<file path="config.mk">
export PLATFORM = sky130hd
export DESIGN_NAME = perf_clk_sel
export DESIGN_NICKNAME = d
export VERILOG_FILES = /design/src/rtl/rate_sel_pkg.sv /design/src/rtl/rate_ctrl.sv /design/src/rtl/rate_div.sv /design/src/rtl/perf_clk_sel.sv
export SDC_FILE = /design/constraint.sdc
export NUM_CORES = 1
export LEC_CHECK = 0
export ABC_AREA = 1
export BUFFER_PORTS_ARGS = -buffer_cell sky130_fd_sc_hd__buf_4
export CORE_ASPECT_RATIO = 0.9
export CORE_MARGIN = 3
export CORE_UTILIZATION = 40
export DETAILED_ROUTE_END_ITERATION = 8
export GPL_TIMING_DRIVEN = 1
export HOLD_SLACK_MARGIN = 0.03
export PLACE_DENSITY = 0.7
export SETUP_SLACK_MARGIN = 0.3
export SLEW_MARGIN = 20
export SYNTH_ARGS = -nofsm -noshare
export SYNTH_HDL_FRONTEND = slang
export SYNTH_HIERARCHICAL = 1
export SYNTH_SLANG_ARGS = --single-unit
</file>
<file path="constraint.sdc">
create_clock -name clk -period 1.9 [get_ports clk]
set_clock_uncertainty 0.2 [all_clocks]
set_input_delay 0.095 -clock clk [delete_from_list [all_inputs] [get_ports clk]]
set_output_delay 0.095 -clock clk [all_outputs]
set_load 0.02 [all_outputs]
</file>
<file path="src/rtl/rate_sel_pkg.sv">
`timescale 1ns/1ps
package rate_sel_pkg;

  localparam int NUM_DOM = 5;
  localparam int EXP_W   = 3;
  localparam int MAX_EXP = 5;
  localparam int MODE_W  = 3;
  localparam int ADDR_W  = 2;

  localparam int DOM_CPU  = 0;
  localparam int DOM_MEM  = 1;
  localparam int DOM_IC   = 2;
  localparam int DOM_FAST = 3;
  localparam int DOM_SLOW = 4;

  typedef enum logic [MODE_W-1:0] {
    MODE_BEST = 3'd0,
    MODE_HIGH = 3'd1,
    MODE_MID  = 3'd2,
    MODE_LOW  = 3'd3,
    MODE_LP   = 3'd4
  } perfMode_e;

  // control -> datapath: pacing strobe plus per-domain divide exponents
  typedef struct packed {
    logic                             adv;
    logic                             useAon;
    logic [NUM_DOM-1:0][EXP_W-1:0]    divExp;
  } divCmd_t;

  function automatic perfMode_e normMode(input logic [MODE_W-1:0] raw);
    perfMode_e m;
    case (raw)
      3'd1:    m = MODE_HIGH;
      3'd2:    m = MODE_MID;
      3'd3:    m = MODE_LOW;
      3'd4:    m = MODE_LP;
      default: m = MODE_BEST;
    endcase
    return m;
  endfunction

  function automatic logic [EXP_W-1:0] domExp(input perfMode_e m, input logic aon,
                                              input int d);
    logic [EXP_W-1:0] r;
    if (aon || m == MODE_LP) begin
      r = (d == DOM_IC) ? EXP_W'(1) : EXP_W'(0);
    end else begin
      case (m)
        MODE_HIGH: r = (d == DOM_CPU || d == DOM_MEM) ? EXP_W'(1) :
                       (d == DOM_IC)   ? EXP_W'(2) :
                       (d == DOM_FAST) ? EXP_W'(3) : EXP_W'(4);
        MODE_MID:  r = (d == DOM_IC || d == DOM_FAST) ? EXP_W'(3) :
                       (d == DOM_SLOW) ? EXP_W'(4) : EXP_W'(2);
        MODE_LOW:  r = (d == DOM_IC) ? EXP_W'(MAX_EXP) : EXP_W'(4);
        default:   r = EXP_W'(d);
      endcase
    end
    return r;
  endfunction

endpackage

</file>
<file path="src/rtl/rate_ctrl.sv">
`timescale 1ns/1ps
module rate_ctrl
  import rate_sel_pkg::*;
#(
  parameter int DATA_W = 16
) (
  input  logic              clk,
  input  logic              rst,
  input  logic              aonTick,
  input  logic              pllLock,
  input  logic              wrEn,
  input  logic [ADDR_W-1:0] wrAddr,
  input  logic [DATA_W-1:0] wrData,
  input  logic [ADDR_W-1:0] rdAddr,
  output logic [DATA_W-1:0] rdData,
  input  logic              boundary,
  output divCmd_t           cmd,
  output logic              pllOn
);

  localparam int STAT_W = MODE_W + 2;

  logic [MODE_W-1:0] modeReq;
  logic              pmEn;
  logic              lockQ;
  perfMode_e         applied;
  logic              useAon;
  perfMode_e         nextMode;

  assign nextMode = normMode(modeReq);

  always_ff @(posedge clk) begin
    if (rst) begin
      modeReq <= '0;
      pmEn    <= 1'b0;
      lockQ   <= 1'b0;
      applied <= MODE_BEST;
      useAon  <= 1'b1;
    end else begin
      lockQ <= pllLock;
      if (wrEn) begin
        case (wrAddr)
          ADDR_W'(0): modeReq <= wrData[MODE_W-1:0];
          ADDR_W'(1): pmEn    <= wrData[0];
          default:    ;
        endcase
      end
      if (boundary) begin
        applied <= nextMode;
        useAon  <= (nextMode == MODE_LP) || !lockQ;
      end
    end
  end

  always_comb begin
    rdData = '0;
    case (rdAddr)
      ADDR_W'(0): rdData[MODE_W-1:0] = modeReq;
      ADDR_W'(1): rdData[0]          = pmEn;
      ADDR_W'(2): rdData[STAT_W-1:0] = {applied, useAon, lockQ};
      default:    rdData = '0;
    endcase
  end

  assign cmd.adv    = useAon ? aonTick : 1'b1;
  assign cmd.useAon = useAon;

  for (genvar d = 0; d < NUM_DOM; d++) begin : g_exp
    assign cmd.divExp[d] = domExp(applied, useAon, d);
  end

  assign pllOn = !(pmEn && applied == MODE_LP);

  // configuration only moves on a boundary from the datapath
  assert_cfg_hold_R4: assert property (@(posedge clk) disable iff (rst)
    !boundary |=> ($stable(applied) && $stable(useAon)));

  // low-power mode is always paced from the always-on source
  assert_lp_aon_R6: assert property (@(posedge clk) disable iff (rst)
    (applied == MODE_LP) |-> useAon);

  // an unlocked PLL at a boundary forces the always-on source
  assert_unlocked_aon_R6: assert property (@(posedge clk) disable iff (rst)
    (boundary && !lockQ) |=> useAon);

  // the PLL is only turned off in low-power mode
  assert_pll_on_R9: assert property (@(posedge clk) disable iff (rst)
    !pllOn |-> (applied == MODE_LP));

endmodule

</file>
<file path="src/rtl/rate_div.sv">
`timescale 1ns/1ps
module rate_div
  import rate_sel_pkg::*;
#(
  parameter int CNT_W = MAX_EXP
) (
  input  logic               clk,
  input  logic               rst,
  input  divCmd_t            cmd,
  output logic [NUM_DOM-1:0] stb,
  output logic               boundary
);

  logic [CNT_W-1:0] cnt;

  always_ff @(posedge clk) begin
    if (rst)          cnt <= '0;
    else if (cmd.adv) cnt <= cnt + 1'b1;
  end

  assign boundary = cmd.adv && (&cnt);

  for (genvar d = 0; d < NUM_DOM; d++) begin : g_dom
    logic [CNT_W-1:0] mask;
    assign mask   = ~({CNT_W{1'b1}} << cmd.divExp[d]);
    assign stb[d] = cmd.adv && ((cnt & mask) == mask);
  end

  // the counter holds between pacing events
  assert_cnt_hold_R4: assert property (@(posedge clk) disable iff (rst)
    !cmd.adv |=> $stable(cnt));

endmodule

</file>
<file path="src/rtl/perf_clk_sel.sv">
`timescale 1ns/1ps
module perf_clk_sel
  import rate_sel_pkg::*;
#(
  parameter int DATA_W = 16
) (
  input  logic               clk,
  input  logic               rst,
  input  logic               aonTick,
  input  logic               pllLock,
  input  logic               wrEn,
  input  logic [ADDR_W-1:0]  wrAddr,
  input  logic [DATA_W-1:0]  wrData,
  input  logic [ADDR_W-1:0]  rdAddr,
  output logic [DATA_W-1:0]  rdData,
  output logic [NUM_DOM-1:0] domStb,
  output logic               pllOn
);

  localparam int CNT_W = MAX_EXP;

  divCmd_t cmd;
  logic    boundary;

  rate_ctrl #(.DATA_W(DATA_W)) u_ctrl (
    .clk      (clk),
    .rst      (rst),
    .aonTick  (aonTick),
    .pllLock  (pllLock),
    .wrEn     (wrEn),
    .wrAddr   (wrAddr),
    .wrData   (wrData),
    .rdAddr   (rdAddr),
    .rdData   (rdData),
    .boundary (boundary),
    .cmd      (cmd),
    .pllOn    (pllOn)
  );

  rate_div #(.CNT_W(CNT_W)) u_div (
    .clk      (clk),
    .rst      (rst),
    .cmd      (cmd),
    .stb      (domStb),
    .boundary (boundary)
  );

  // on the always-on source nothing strobes between ticks
  assert_aon_idle_R5: assert property (@(posedge clk) disable iff (rst)
    (cmd.useAon && !aonTick) |-> (domStb == '0));

  // a slow strobe always coincides with the CPU, memory and fast strobes
  assert_slow_nest_R10: assert property (@(posedge clk) disable iff (rst)
    domStb[DOM_SLOW] |-> (domStb[DOM_CPU] && domStb[DOM_MEM] && domStb[DOM_FAST]));

endmodule

</file>
==> flow_summary.yaml <==
outcome:
  status: "complete, no violations"
clock_network:
  cts_tree: "done"
  clkTransAtPathRegs_ns: 0.08
  cts_htree_levels: 1
  max-clock-path-buffers: 2
  root_buffer: "clkbuf_4"
  cts_buffers: 3
  insertion_delay_ns: 0.28
  cts_sinks: 14
place:
  io_buffer_count: 22
  dp_hpwl_um: 1840
  place.gp.congestion: 0.793
  dp_cells: 258
  dpl_cell_area_um2: 1310
sta:
  fmax_ghz: 0.572
  fin_crit_sh_pct: 92.0
  fin_setup_tns_ns: 0
  fin_crit_ns: 1.75
  slew_viol_final: 0
  final_hold_viol_count: 0
  setup_viol: 0
  rsz0062_at_grt: "yes"
flow_run:
  maxCapViolCount: 0
pwr:
  p_leak_nw: 0.782
  max-vdd-ir-drop_mv: 0.426
  power.density_nw_per_um2: 436
  power_uw: 697
floorplan:
  io_pins: 47
  fp.dieH_um: 56.9
  num_rows: 17
  start_util_pct: 44.4
  die_x_um: 62.5
  dieArea_um2: 3560
  core_um2: 2590
global_route:
  grt_pass1_wl_um: 4750
  grt_usage_pct: 16.5
  antenna_found_initial: 0
  grt_pass1_vias: 1090
  overflow: 0
  grt_start_max_net_pins: 12
cells_and_area:
  stdcell_count: 275
  final_common_cell: "nand2_1"
  layout_common_cells: "48 x nand2_1, 28 x buf_4, 28 x nor2_1"
  drive_gt1_share_pct: 30.4
  synthToLayoutAreaGrowth_pct: 38.8
  nets: 265
  final_area_um2: 1600
  fin_util_pct: 61.6
  antenna_cells: 0
worst_setup_path:
  cp.arrival_ns: 1.45
  path_max_fanout: 6
  critPathLaunchType: "register"
  end_kind: "output port"
  worstSetupPathType: "register to output port"
  worstPathRequired_ns: 1.60
route:
  drtIter0Drc: 81
  wirelength_um: 2710
  vias: 1240
  first_pass_iters: 4
  routed_via_density: 4.51
  ant_nets: 0
  drc: 0
  wl_per_cell_um: 9.84
synthesis:
  synth_cells: 200
  synth_area_um2: 1150
  avgSynthCellArea_um2: 5.76
  ys_warn_count: 6
min_path:
  hold_class: "primary input to register"
critical path, cell delays in order (launching register included):
cell	delay (ns)
dfxtp_4	0.41
inv_6	0.06
nand3_4	0.10
nand4_1	0.13
inv_1	0.08
nand2_1	0.05
nand3_1	0.06
nand2_1	0.05
nor2_1	0.09
buf_4	0.14
timing repair:
| action | in CTS | in global routing |
|---|---|---|
| hold endpoints to repair | 14 | 3 |
| pin swaps | 19 | 6 |
| gates resized for setup | 30 | 11 |
| setup buffers | 4 | 1 |
| setup endpoints to repair | 8 | 11 |
| hold buffers | 10 | 2 |
per-stage QoR:
stage	setup slack [ns]	hold WS (ns)
3_3_place_gp	0.301	0.0996
5_1_grt	-0.000325	0.170
6_report	0.152	0.130
2_1_floorplan	0.303	-0.0359
3_5_place_dp	0.286	0.100
4_1_cts	0.161	0.117
registers in the layout, summed over array words and instances (netlist names):
name,cells
u_div/cnt,5
u_ctrl/applied,3
u_ctrl/modeReq,3
u_ctrl/lockQ,1
u_ctrl/pmEn,1
u_ctrl/useAon,1
per-layer routing:
layer  vias to the layer above  GRT usage, %  routed length, um
li1                        669             -                  -
met1                       535          21.2               1210
met2                        31          27.8               1340
met3                         5          2.40                110
met4                         0          6.60                 44
met5                         -             0                  0
cell type report:
class,count,area (um2)
fill,255,997
timing repair buffer,39,333
clock buffer,4,36.3
sequential,14,297
inverter,32,138
multi-input combinational,148,747
tap,38,47.5
path summary, 6_finish.rpt:
path                                         from  slack (ns)  depth (start not counted)                end
worst max-delay path            u_ctrl/applied[2]        0.15                          9          domStb[2]
worst min register to register       u_ctrl/lockQ        0.31                          3      u_ctrl/useAon
worst max register to register       u_div/cnt[0]        0.33                          7  u_ctrl/applied[2]
worst min-delay path                      aonTick        0.13                          5       u_div/cnt[2]
where the power goes:
group          switching (mW)  total, mW  leakage [nW]  internal (mW)
sequential             0.0101      0.310         0.117          0.300
clock                  0.0953      0.212        0.0210          0.117
combinational           0.101      0.174         0.644         0.0732
total                   0.207      0.697         0.782          0.490
No activity file was read; power rests on OpenSTA's default activity.
